$ cat src/rtl/pic_pkg.sv
package pic_pkg;

   typedef enum logic [1:0] {
      ST_READY = 2'd0,
      ST_BASE  = 2'd1,
      ST_CASC  = 2'd2,
      ST_MODE  = 2'd3
   } init_st_e;

   localparam logic [2:0] EOI_NS_CODE = 3'b001;

endpackage

$ cat src/rtl/pic_prio_find.sv
module pic_prio_find #(
   parameter int N_IN  = 8,
   parameter int IDX_W = $clog2(N_IN)
) (
   input  logic [N_IN-1:0]  vec,
   output logic             any,
   output logic [IDX_W-1:0] idx
);
   logic [N_IN:0]   seen;
   logic [N_IN-1:0] first;

   assign seen[0] = 1'b0;

   genvar g;
   generate
      for (g = 0; g < N_IN; g++) begin : g_chain
         assign first[g]  = vec[g] & ~seen[g];
         assign seen[g+1] = seen[g] | vec[g];
      end
   endgenerate

   assign any = seen[N_IN];

   always_comb begin
      idx = '0;
      for (int k = 0; k < N_IN; k++) begin
         if (first[k]) idx = IDX_W'(k);
      end
   end
endmodule

$ cat src/rtl/pic_cfg_seq.sv
module pic_cfg_seq
   import pic_pkg::*;
#(
   parameter int N_IN   = 8,
   parameter int DATA_W = 8,
   parameter int IDX_W  = $clog2(N_IN)
) (
   input  logic              clk,
   input  logic              rst_n,
   input  logic              a0,
   input  logic              wr,
   input  logic              rd,
   input  logic [DATA_W-1:0] wdata,
   output logic              ready,
   output logic [DATA_W-1:0] vec_base,
   output logic [N_IN-1:0]   imr,
   output logic              sel_isr,
   output logic              poll_armed,
   output logic              eoi_pulse,
   output logic              init_pulse
);
   localparam logic [DATA_W-1:0] BASE_MASK = ~DATA_W'((1 << IDX_W) - 1);

   init_st_e st_q;
   logic     need_mode_q, single_q;
   logic     odd_wr, cmd_wr, ocw3;

   assign odd_wr     = wr & a0;
   assign cmd_wr     = wr & ~a0;
   assign ready      = (st_q == ST_READY);
   assign init_pulse = cmd_wr & wdata[4];
   assign eoi_pulse  = cmd_wr & ready & ~wdata[4] & ~wdata[3]
                       & (wdata[7:5] == EOI_NS_CODE);
   assign ocw3       = cmd_wr & ready & ~wdata[4] & wdata[3];

   always_ff @(posedge clk) begin
      if (!rst_n) begin
         st_q        <= ST_READY;
         need_mode_q <= 1'b0;
         single_q    <= 1'b0;
         vec_base    <= '0;
      end else if (init_pulse) begin
         st_q        <= ST_BASE;
         need_mode_q <= wdata[0];
         single_q    <= wdata[1];
      end else if (odd_wr) begin
         unique case (st_q)
            ST_BASE: begin
               vec_base <= wdata & BASE_MASK;
               if (!single_q)        st_q <= ST_CASC;
               else if (need_mode_q) st_q <= ST_MODE;
               else                  st_q <= ST_READY;
            end
            ST_CASC:  st_q <= need_mode_q ? ST_MODE : ST_READY;
            ST_MODE:  st_q <= ST_READY;
            default:  st_q <= ST_READY;
         endcase
      end
   end

   always_ff @(posedge clk) begin
      if (!rst_n)                imr <= '1;
      else if (odd_wr && ready)  imr <= wdata[N_IN-1:0];
   end

   always_ff @(posedge clk) begin
      if (!rst_n) begin
         sel_isr    <= 1'b0;
         poll_armed <= 1'b0;
      end else if (init_pulse) begin
         sel_isr    <= 1'b0;
         poll_armed <= 1'b0;
      end else begin
         if (ocw3 && wdata[1]) sel_isr <= wdata[0];
         if (ocw3 && wdata[2])  poll_armed <= 1'b1;
         else if (rd && !a0)    poll_armed <= 1'b0;
      end
   end

   // init words never reach the mask
   a_r2_init_keeps_mask: assert property (@(posedge clk) disable iff (!rst_n)
      (odd_wr && !ready) |=> $stable(imr));

   // readback selection survives reads
   a_r10_sel_persists: assert property (@(posedge clk) disable iff (!rst_n)
      (rd && !wr) |=> $stable(sel_isr));
endmodule

$ cat src/rtl/pic_req_isr.sv
module pic_req_isr #(
   parameter int N_IN        = 8,
   parameter int SYNC_STAGES = 0,
   parameter int IDX_W       = $clog2(N_IN)
) (
   input  logic             clk,
   input  logic             rst_n,
   input  logic [N_IN-1:0]  lvl_in,
   input  logic             take_v,
   input  logic [IDX_W-1:0] take_idx,
   input  logic             eoi,
   input  logic             clr,
   output logic [N_IN-1:0]  irr,
   output logic [N_IN-1:0]  isr
);
   logic [N_IN-1:0] lvl, prev_q, rise, take_oh, eoi_oh;
   logic            isr_any;
   logic [IDX_W-1:0] isr_idx;

   generate
      if (SYNC_STAGES == 0) begin : g_direct
         assign lvl = lvl_in;
      end else begin : g_sync
         logic [N_IN-1:0] stg [SYNC_STAGES];
         always_ff @(posedge clk) begin
            if (!rst_n) begin
               for (int s = 0; s < SYNC_STAGES; s++) stg[s] <= '0;
            end else begin
               stg[0] <= lvl_in;
               for (int s = 1; s < SYNC_STAGES; s++) stg[s] <= stg[s-1];
            end
         end
         assign lvl = stg[SYNC_STAGES-1];
      end
   endgenerate

   pic_prio_find #(.N_IN(N_IN), .IDX_W(IDX_W)) u_isr_low (
      .vec (isr),
      .any (isr_any),
      .idx (isr_idx)
   );

   assign rise    = lvl & ~prev_q;
   assign take_oh = take_v ? (N_IN'(1) << take_idx) : '0;
   assign eoi_oh  = (eoi && isr_any) ? (N_IN'(1) << isr_idx) : '0;

   always_ff @(posedge clk) begin
      if (!rst_n) begin
         prev_q <= '0;
         irr    <= '0;
         isr    <= '0;
      end else begin
         prev_q <= lvl;
         if (clr) begin
            irr <= '0;
            isr <= '0;
         end else begin
            irr <= (irr | rise) & lvl & ~take_oh;
            isr <= (isr & ~eoi_oh) | take_oh;
         end
      end
   end

   // an accepted acknowledge clears the request bit it served
   a_r4_take_clears_irr: assert property (@(posedge clk) disable iff (!rst_n)
      (take_v && !clr) |=> ((irr & $past(take_oh)) == '0));

   // a lone end-of-interrupt retires exactly one in-service bit
   a_r8_eoi_one_bit: assert property (@(posedge clk) disable iff (!rst_n)
      (eoi && !take_v && !clr && (isr != '0))
      |=> ($countones(isr) + 1 == $past($countones(isr))));
endmodule

$ cat src/rtl/prio_irq_ctrl.sv
module prio_irq_ctrl #(
   parameter int N_IN        = 8,
   parameter int DATA_W      = 8,
   parameter int SYNC_STAGES = 0
) (
   input  logic              clk,
   input  logic              rst_n,
   input  logic              bus_a0,
   input  logic              bus_wr,
   input  logic              bus_rd,
   input  logic [DATA_W-1:0] bus_wdata,
   output logic [DATA_W-1:0] bus_rdata,
   input  logic [N_IN-1:0]   irq_lines,
   output logic              int_req,
   input  logic              int_ack,
   output logic [DATA_W-1:0] int_vector
);
   localparam int IDX_W = $clog2(N_IN);
   localparam logic [IDX_W-1:0] SPUR_IDX = IDX_W'(N_IN - 1);

   generate
      if (DATA_W != 8) begin : g_bad_width
         $error("prio_irq_ctrl: command codes need an 8-bit data path");
      end
      if (N_IN != 2 && N_IN != 4 && N_IN != 8) begin : g_bad_inputs
         $error("prio_irq_ctrl: N_IN must be 2, 4 or 8");
      end
      if (SYNC_STAGES < 0) begin : g_bad_sync
         $error("prio_irq_ctrl: SYNC_STAGES must not be negative");
      end
   endgenerate

   logic              ready, sel_isr, poll_armed, eoi_pulse, init_pulse;
   logic [DATA_W-1:0] vec_base;
   logic [N_IN-1:0]   imr, irr, isr, pend;
   logic              pend_any, isr_any, blocked, valid, poll_rd, take_v;
   logic [IDX_W-1:0]  pend_idx, isr_idx, rsp_idx;
   logic [DATA_W-1:0] rsp_word, poll_word, imr_rd, irr_rd, isr_rd;

   pic_cfg_seq #(.N_IN(N_IN), .DATA_W(DATA_W), .IDX_W(IDX_W)) u_cfg (
      .clk        (clk),
      .rst_n      (rst_n),
      .a0         (bus_a0),
      .wr         (bus_wr),
      .rd         (bus_rd),
      .wdata      (bus_wdata),
      .ready      (ready),
      .vec_base   (vec_base),
      .imr        (imr),
      .sel_isr    (sel_isr),
      .poll_armed (poll_armed),
      .eoi_pulse  (eoi_pulse),
      .init_pulse (init_pulse)
   );

   pic_req_isr #(.N_IN(N_IN), .SYNC_STAGES(SYNC_STAGES), .IDX_W(IDX_W)) u_req (
      .clk      (clk),
      .rst_n    (rst_n),
      .lvl_in   (irq_lines),
      .take_v   (take_v),
      .take_idx (pend_idx),
      .eoi      (eoi_pulse),
      .clr      (init_pulse),
      .irr      (irr),
      .isr      (isr)
   );

   assign pend = irr & ~imr;

   pic_prio_find #(.N_IN(N_IN), .IDX_W(IDX_W)) u_pend_pick (
      .vec (pend),
      .any (pend_any),
      .idx (pend_idx)
   );

   pic_prio_find #(.N_IN(N_IN), .IDX_W(IDX_W)) u_svc_pick (
      .vec (isr),
      .any (isr_any),
      .idx (isr_idx)
   );

   assign blocked = isr_any && (isr_idx <= pend_idx);
   assign valid   = ready && pend_any && !blocked;
   assign int_req = valid;
   assign poll_rd = bus_rd && !bus_a0 && poll_armed;
   assign take_v  = (int_ack || poll_rd) && valid;
   assign rsp_idx = valid ? pend_idx : SPUR_IDX;

   always_comb begin
      rsp_word = '0;
      rsp_word[IDX_W-1:0] = rsp_idx;
      poll_word = rsp_word;
      poll_word[DATA_W-1] = valid;
      imr_rd = '1;
      imr_rd[N_IN-1:0] = imr;
      irr_rd = '0;
      irr_rd[N_IN-1:0] = irr;
      isr_rd = '0;
      isr_rd[N_IN-1:0] = isr;
   end

   assign int_vector = int_ack ? (vec_base | rsp_word) : '0;

   always_comb begin
      if (!bus_rd)        bus_rdata = '0;
      else if (bus_a0)    bus_rdata = imr_rd;
      else if (poll_armed) bus_rdata = poll_word;
      else if (sel_isr)   bus_rdata = isr_rd;
      else                bus_rdata = irr_rd;
   end

   // an acknowledge with nothing eligible reports the lowest-ranked input
   a_r11_spurious_vec: assert property (@(posedge clk) disable iff (!rst_n)
      (int_ack && !int_req) |-> (int_vector[IDX_W-1:0] == SPUR_IDX));

   // the request line needs an unmasked latched request
   a_r5_masked_quiet: assert property (@(posedge clk) disable iff (!rst_n)
      int_req |-> ((irr & ~imr) != '0));

   // a valid poll read puts its input in service
   a_r9_poll_sets_isr: assert property (@(posedge clk) disable iff (!rst_n)
      (poll_rd && int_req && !init_pulse) |=> isr[$past(pend_idx)]);

   // nothing is requested while a same-or-higher input is in service
   a_r7_no_req_when_all_blocked: assert property (@(posedge clk) disable iff (!rst_n)
      (isr[0]) |-> !int_req);
endmodule

$ cat config.mk
export PLATFORM = sky130hd
export DESIGN_NAME = prio_irq_ctrl
export DESIGN_NICKNAME = d
export VERILOG_FILES = /design/src/rtl/pic_pkg.sv /design/src/rtl/pic_prio_find.sv /design/src/rtl/pic_cfg_seq.sv /design/src/rtl/pic_req_isr.sv /design/src/rtl/prio_irq_ctrl.sv
export SDC_FILE = /design/constraint.sdc
export NUM_CORES = 1
export LEC_CHECK = 0
export ABC_AREA = 1
export BUFFER_PORTS_ARGS = -buffer_cell sky130_fd_sc_hd__buf_4
export CORE_AREA = 2 2 73 75
export DETAILED_ROUTE_END_ITERATION = 8
export DIE_AREA = 0 0 75 77
export PLACE_DENSITY = 0.71
export SETUP_SLACK_MARGIN = 0.3
export SLEW_MARGIN = 10
export SYNTH_ARGS = -nofsm -noshare
export SYNTH_HDL_FRONTEND = slang
export SYNTH_SLANG_ARGS = --single-unit
export TNS_END_PERCENT = 100
$ cat constraint.sdc
create_clock -name clk -period 2.9 [get_ports clk]
set_input_delay 0.29 -clock clk [delete_from_list [all_inputs] [get_ports clk]]
set_output_delay 0.29 -clock clk [all_outputs]
set_load 0.02 [all_outputs]
== After elaboration in Yosys (flattened, before gate mapping) ==
Cells that the tools add are included.

* Output and inout port bits: 17
* Bits of input ports: 22
* Register bits after elaboration: 43
* Logic and storage cells: 131

* Muxes and demuxes: 29
* Bitwise logic cells: 67
* Eq/ne operators: 3
* Reduce and logical (&&, ||, !) cells: 18
* Magnitude comparators: 1
* Shift operators: 2

{| class="wikitable"
|+ Operator list
! cell !! number
|-
| $mux W8 || 7
|-
| $and A8 B8 Y8 || 5
|-
| $mux W3 || 13
|-
| $not A8 Y8 || 4
|-
| $and A1 B1 Y1 || 22
|-
| $not A1 Y1 || 19
|-
| $or A8 B8 Y8 || 2
|-
| $shl A1 B3 Y8 const A || 2
|-
| $or A1 B1 Y1 || 14
|-
| $logic_and A1 B1 Y1 || 10
|-
| $or A8 B3 Y8 || 1
|-
| $mux W1 || 6
|-
| $mux W2 || 2
|-
| $pmux W2 S2 || 1
|-
| $reduce_bool A2 Y1 || 2
|-
| $eq A3 B1 Y1 const B || 1
|-
| $le A3 B3 Y1 || 1
|-
| $reduce_and A3 Y1 || 1
|-
| $eq A2 B1 Y1 const B || 1
|-
| $eq A2 B2 Y1 const B || 1
|-
| $logic_not A1 Y1 || 2
|-
| $logic_not A2 Y1 || 1
|-
| $reduce_or A2 Y1 || 1
|-
| $logic_or A1 B1 Y1 || 1
|}

== Longest topological paths before layout ==
* Depth in word-level cells: 19
* Depth in mapped cells: 21
* Depth with buffers taken out: 21

== Cells and area by module ==
From an unflattened synthesis, not the netlist that was laid out.

* Cells, all modules: 413
* Area total of the unflattened synthesis: 2682.6 sq um

{| class="wikitable"
|+ By module, submodules not included
! module !! sequential area each (sq um) !! times used !! area an instance (sq um) !! cells each
|-
| pic_req_isr || 480.5 || 1 || 905.9 || 122
|-
| pic_cfg_seq || 380.4 || 1 || 849.6 || 115
|-
| prio_irq_ctrl || 0.0 || 1 || 600.6 || 110
|-
| pic_prio_find || 0.0 || 3 || 108.9 || 22
|}

== Worst setup path before layout ==
OpenSTA, ideal clock, no wires.

* Kind: register to output
* From: register u_cfg.imr[3]
* To: output port bus_rdata[7]
* Stages on the path, launching flop included: 21
* Setup slack: 377 ps
* Arrival time: 2233 ps
* Buffers on the path: 0
* Data required time: 2610 ps
* Path through: dfxtp_1 > inv_1 > nand2_1 > nand2_1 > nor2_1 > nand4_1 > nand2_1 > inv_1 > nand2_1 > inv_1 > ha_1 > nand2_1 > nand2_1 > nand2_1 > inv_1 > a21oi_2 > nand2_4 > nand2_4 > inv_4 > o21ai_2 > nand2_1

* Cells in the longest elaborated chain, start to end: 16
* Elaborated cells on any way between the ends: 29
* Those cells by class: order compare (1); mux (8); bitwise (16); reduce/logical (4)

{| class="wikitable"
|+ Ends and longest elaborated chain
! item !! RTL line !! source
|-
| start: declaration || pic_cfg_seq.sv:16 || <nowiki>output logic [N_IN-1:0] imr,</nowiki>
|-
| start signal: assignment || pic_cfg_seq.sv:63 || <nowiki>else if (odd_wr && ready) imr <= wdata[N_IN-1:0];</nowiki>
|-
| $not A8 Y8 * || prio_irq_ctrl.sv:68 || <nowiki>assign pend = irr & ~imr;</nowiki>
|-
| $and A8 B8 Y8 * || prio_irq_ctrl.sv:68 ||
|-
| $or A1 B1 Y1 || pic_prio_find.sv:18 || <nowiki>assign seen[g+1] = seen[g] | vec[g];</nowiki>
|-
| $not A1 Y1 or $or A1 B1 Y1 (tied branches) || pic_prio_find.sv:17, pic_prio_find.sv:18 ||
|-
| $and A1 B1 Y1 (tied with other cells) || pic_prio_find.sv:17 || <nowiki>assign first[g] = vec[g] & ~seen[g];</nowiki>
|-
| $mux W3 (tied with other cells) (2 in a row) || pic_prio_find.sv:27 || <nowiki>if (first[k]) idx = IDX_W'(k);</nowiki>
|-
| $mux W3 or $and A1 B1 Y1 (tied branches) || pic_prio_find.sv:27, pic_prio_find.sv:17 ||
|-
| $mux W3 || pic_prio_find.sv:27 ||
|-
| $le A3 B3 Y1 || prio_irq_ctrl.sv:82 || <nowiki>assign blocked = isr_any && (isr_idx <= pend_idx);</nowiki>
|-
| $logic_and A1 B1 Y1 || prio_irq_ctrl.sv:82 ||
|-
| $logic_not A1 Y1 || prio_irq_ctrl.sv:83 || <nowiki>assign valid = ready && pend_any && !blocked;</nowiki>
|-
| $logic_and A1 B1 Y1 * || prio_irq_ctrl.sv:83 ||
|-
| via int_req || prio_irq_ctrl.sv:14 || <nowiki>output logic int_req,</nowiki>
|-
| $mux W8 * || prio_irq_ctrl.sv:107 || <nowiki>else if (poll_armed) bus_rdata = poll_word;</nowiki>
|-
| $mux W8 * || prio_irq_ctrl.sv:106 || <nowiki>else if (bus_a0) bus_rdata = imr_rd;</nowiki>
|-
| $mux W8 * || prio_irq_ctrl.sv:105 || <nowiki>if (!bus_rd) bus_rdata = '0;</nowiki>
|-
| end: declaration || prio_irq_ctrl.sv:12 || <nowiki>output logic [DATA_W-1:0] bus_rdata,</nowiki>
|}

Mark *: on every way through the listed nets, which the timed path passes. The rest lies on a longest branch.

== Worst setup path in the final report ==
* From: register u_cfg.imr[0]
* To: output port bus_rdata[1]

* Cells in the longest elaborated chain, start to end: 19
* Elaborated cells on any way between the ends: 39
* Those cells by class: order compare (1); mux (11); bitwise (23); reduce/logical (4)

{| class="wikitable"
|+ Ends and longest elaborated chain
! item !! RTL line !! source
|-
| $not A8 Y8 * || prio_irq_ctrl.sv:68 ||
|-
| $and A8 B8 Y8 * || prio_irq_ctrl.sv:68 ||
|-
| $not A1 Y1 or $or A1 B1 Y1 (tied branches) || pic_prio_find.sv:17, pic_prio_find.sv:18 ||
|-
| $and A1 B1 Y1 (tied with other cells) || pic_prio_find.sv:17 ||
|-
| $mux W1 (tied with other cells) || pic_prio_find.sv:27 ||
|-
| $mux W3 (tied with other cells) (4 in a row) || pic_prio_find.sv:27 ||
|-
| $mux W3 or $and A1 B1 Y1 (tied branches) || pic_prio_find.sv:27, pic_prio_find.sv:17 ||
|-
| $mux W3 || pic_prio_find.sv:27 ||
|-
| $le A3 B3 Y1 || prio_irq_ctrl.sv:82 ||
|-
| $logic_and A1 B1 Y1 || prio_irq_ctrl.sv:82 ||
|-
| $logic_not A1 Y1 || prio_irq_ctrl.sv:83 ||
|-
| $logic_and A1 B1 Y1 || prio_irq_ctrl.sv:83 ||
|-
| $mux W3 * || prio_irq_ctrl.sv:87 || <nowiki>assign rsp_idx = valid ? pend_idx : SPUR_IDX;</nowiki>
|-
| $mux W8 * || prio_irq_ctrl.sv:107 ||
|-
| $mux W8 * || prio_irq_ctrl.sv:106 ||
|-
| $mux W8 * || prio_irq_ctrl.sv:105 ||
|}

Every way passes the cells marked *; elsewhere a longest branch is shown, timed or not.

==> flow_metrics.py <==
metrics = {
    "cells_and_area": {
        "nFillCells": 408,
        "nets": 468,
        "drive_gt1_frac": 0.3333,
        "final_util": 0.6968,
        "syn2layout_area_growth_pct": 42.37,
        "antenna_cells": 0,
    },
    "sta": {
        "tns_ns": -0.2115,
        "worst_pin_slew_ns": 0.6632,
        "finalCritPeriodShare": 1.024,
        "timing.slew.headroom": 0.5570,
        "whs_ns": 0.1753,
        "slew_violations": 0,
        "fmax_mhz": 336.8,
        "hold_viol_final": 0,
        "period_needed_ns": 2.969,
        "setup_viol": 7,
        "rsz0062_at_grt": "yes",
        "setup_slack_ns": -0.06920,
        "clock-skew-final_ns": 0.01257,
    },
    "critical_path": {
        "startpoint": "u_cfg.imr[0]$_SDFFE_PN1P_",
        "crit_path_end": "bus_rdata[1]",
        "reg2reg_setup_slack_ns": 0.02,
        "reg2reg_depth": 24,
        "rr_startpoint": "u_cfg.imr[0]$_SDFFE_PN1P_",
        "critical_path_buf_inv_count": 5,
        "cp_slowest_stage_delay_ns": 0.35,
        "critPathCaptureType": "output port",
        "critPathLaunchType": "flip-flop",
        "crit_family": "simple AND/OR/NAND/NOR gates",
        "path_cells": "inv_4 > nand2_4 > nand2_8 > nor3_4 > nand4_2 > nand2_2 > inv_2 > ha_4 > nand2_1 > nand2_1 > nand2_2 > nand3_2 > nand3_2 > nand2_4 > nand2_8 > inv_8 > nand3_2 > nand2_1 > inv_1 > buf_6",
        "crit_path_max_fanout": 6,
        "critPathArrivalTime_ns": 2.68,
        "reg2reg_to": "u_req.irr[6]$_SDFF_PP0_",
        "critical_path_class": "flip-flop to output port",
        "crit_cells": 20,
        "cp.required_ns": 2.61,
        "cp_slowest_cell": "dfxtp_2",
    },
    "flow_run": {
        "cap_violations": 0,
    },
    "grt": {
        "antenna_found_initial": 0,
        "grt_pass1_wl_um": 12050,
        "grt_max_degree": 22,
        "grt_use_total": 0.2753,
        "grt_pass1_vias": 2585,
        "grt_overflow": 0,
    },
    "logic_synthesis": {
        "yosysWarnings": 0,
        "synth_seq_area_share": 0.3534,
        "yosys_register_bits": 43,
        "syn_area_um2": 2436,
        "netlist_instances": 358,
        "ys_types": 31,
        "syn-num-nets": 385,
        "synth_area_per_cell_um2": 6.805,
    },
    "routing": {
        "detail_route.wl_per_cell_um": 15.60,
        "drc": 0,
        "num_vias": 2763,
        "routed_wl_um": 7972,
        "firstDrtPassIters": 5,
        "drt_iter0_drc": 262,
        "post_drt_via_cell_ratio": 5.407,
        "ant_nets": 0,
    },
    "power_and_ir_drop": {
        "leakagePower_nw": 1.746,
        "p_total_mw": 1.400,
        "max-vdd-ir-drop_uv": 256.0,
        "power_density_nw_per_um2": 403.7,
    },
    "run_status": {
        "violations": "negative setup slack",
        "status": "finished with violations",
    },
    "clock_network": {
        "cts_root_buf": "clkbuf_8",
        "htreeDepth": 2,
        "cts.sinks": 43,
        "clock_latency_ns": 0.31,
        "cts-hold-fix-buffers": 0,
        "clk_pin_slew_ns": 0.09,
        "tritoncts": "yes",
        "numCtsBuffers": 5,
        "cts_max_path_buffers": 2,
    },
    "floorplan": {
        "die_h_um": 77,
        "io_pins": 39,
        "die_w_um": 75,
        "initial_core_util": 0.4894,
        "die_area_um2": 5775,
        "core_um2": 4977,
        "rows": 26,
    },
    "worst_hold_path": {
        "whs_path_depth": 3,
        "hp-class": "input port to flip-flop",
    },
    "placement": {
        "pre_cts_slack_ns": 0.06842,
        "dp_hpwl_um": 4910,
        "io_buffers": 38,
        "place.gp.congestion": 0.9344,
    },
}
-- cell families after synthesis --
group                      Yosys count  synth area share
buffers and inverters               88            0.1366
AOI/OAI and AO/OA                   84            0.2054
and+or+nand+nor                    138            0.2789
adders and majority gates            5           0.02568
DFF                                 43            0.3534
-- state kept, by name, indices dropped and copies added (netlist names) --
name	count
u_cfg.sel_isr	1
u_req.isr	8
u_cfg.st_q	2
u_cfg.poll_armed	1
u_cfg.need_mode_q	1
u_cfg.imr	8
u_req.prev_q	8
u_cfg.single_q	1
u_cfg.vec_base	5
u_req.irr	8
-- cells in the final DEF (no fill, tap or decap), types with 3 or more instances in the layout --
master / instances
nor3_1: 4
nand3_2: 4
ha_1: 3
buf_4: 59
nor2_4: 8
nand4_1: 11
nand2_1: 58
clkbuf_8: 6
nand2_4: 6
nor2_1: 18
inv_1: 69
nand2_2: 6
inv_2: 10
o21ai_1: 4
o21ai_0: 24
dfxtp_1: 34
dfxtp_2: 8
a21boi_0: 4
a21oi_1: 31
nand3_1: 16
buf_6: 24
a221oi_1: 3
o211ai_1: 8
-- cell type report --
type                    instances  area, µm²  area share
clock buffers                   6      82.58     0.02381
clock inverters                 1      8.758    0.002525
inverters                      81      314.1     0.09055
multi-input cells             227       1388      0.4001
flip-flops and latches         43      874.6      0.2522
well taps                      70      87.58     0.02525
repair buffers                 83      713.2      0.2056
-- worst reg2reg max path: stages, from the launching register on --
cell	delay (ns)
dfxtp_2	0.35
inv_4	0.05
nand2_4	0.08
nand2_8	0.07
nor2_4	0.11
nand4_1	0.11
buf_4	0.16
buf_6	0.11
buf_6	0.10
buf_6	0.10
buf_6	0.10
buf_6	0.10
buf_6	0.10
buf_6	0.11
buf_6	0.11
buf_6	0.11
buf_6	0.10
buf_6	0.10
buf_6	0.10
buf_6	0.10
buf_6	0.10
inv_2	0.04
nand4_1	0.16
nand2_1	0.12
nor2_1	0.04
-- cells in the mapped netlist --
master | number | area, µm²
nand3_1 | 17 | 85.08
o21ai_0 | 25 | 125.1
a31oi_1 | 2 | 12.51
nor3_1 | 4 | 20.02
nand2_1 | 66 | 247.7
inv_4 | 1 | 6.260
o21bai_1 | 2 | 15.01
inv_1 | 80 | 300.3
a211oi_1 | 1 | 7.510
nor2_1 | 22 | 82.58
o31ai_4 | 1 | 21.27
a21oi_1 | 31 | 155.2
o211ai_1 | 8 | 60.06
nand4_4 | 1 | 21.27
a221oi_1 | 3 | 26.28
nand3_2 | 3 | 30.03
a21oi_2 | 1 | 8.760
nand4_1 | 11 | 68.82
nor2_2 | 4 | 25.02
o21ai_1 | 3 | 15.01
dfxtp_1 | 43 | 860.8
nand2_4 | 2 | 22.52
ha_1 | 5 | 62.56
nand4_2 | 1 | 12.51
clkbuf_1 | 7 | 26.28
o21ai_2 | 1 | 8.760
a21boi_0 | 4 | 30.03
nor2_4 | 2 | 22.52
o31ai_1 | 2 | 15.01
nand2_2 | 4 | 25.02
nor3_4 | 1 | 16.27
-- metrics by stage --
| step | std cells | instance area, µm² |
|---|---|---|
| floorplan | 358 | 2436 |
| global placement | 461 | 2798 |
| detailed placement | 461 | 2798 |
| CTS | 502 | 3294 |
| global route | 511 | 3468 |
| finish | 511 | 3468 |
-- routing by layer --
| layer | up-vias | track usage | share of wire |
|---|---|---|---|
| met5 | - | 0 | 0 |
| met4 | 0 | 0.1446 | 0.048 |
| met3 | 38 | 0.05125 | 0.048 |
| met2 | 120 | 0.4272 | 0.48 |
| met1 | 1282 | 0.3551 | 0.43 |
| li1 | 1323 | - | - |
-- repair_timing --
item                                    in CTS  in global routing
resized for setup                           53                 27
buffers inserted                            34                  9
endpoints found under the setup margin       8                 11
pin swaps                                   32                 22
-- report_power, final --
group | internal, mW | switching, mW
clock network | 0.192 | 0.221
logic | 0.153 | 0.201
registers | 0.616 | 0.0171
total | 0.961 | 0.439
-- worst min path at each step --
stage                                    from  slack (ns)                        endpoint
2_1_floorplan                    irq_lines[4]        0.38      u_req.prev_q[4]$_SDFF_PN0_
3_3_place_gp   u_cfg.vec_base[7]$_SDFFE_PN0P_        0.43  u_cfg.vec_base[7]$_SDFFE_PN0P_
3_5_place_dp   u_cfg.vec_base[3]$_SDFFE_PN0P_        0.43  u_cfg.vec_base[3]$_SDFFE_PN0P_
4_1_cts                          irq_lines[5]        0.17      u_req.prev_q[5]$_SDFF_PN0_
5_1_grt                          irq_lines[5]        0.19      u_req.prev_q[5]$_SDFF_PN0_
6_report                         irq_lines[5]        0.18      u_req.prev_q[5]$_SDFF_PN0_
Note: power is estimated with default switching activity, not from simulation.
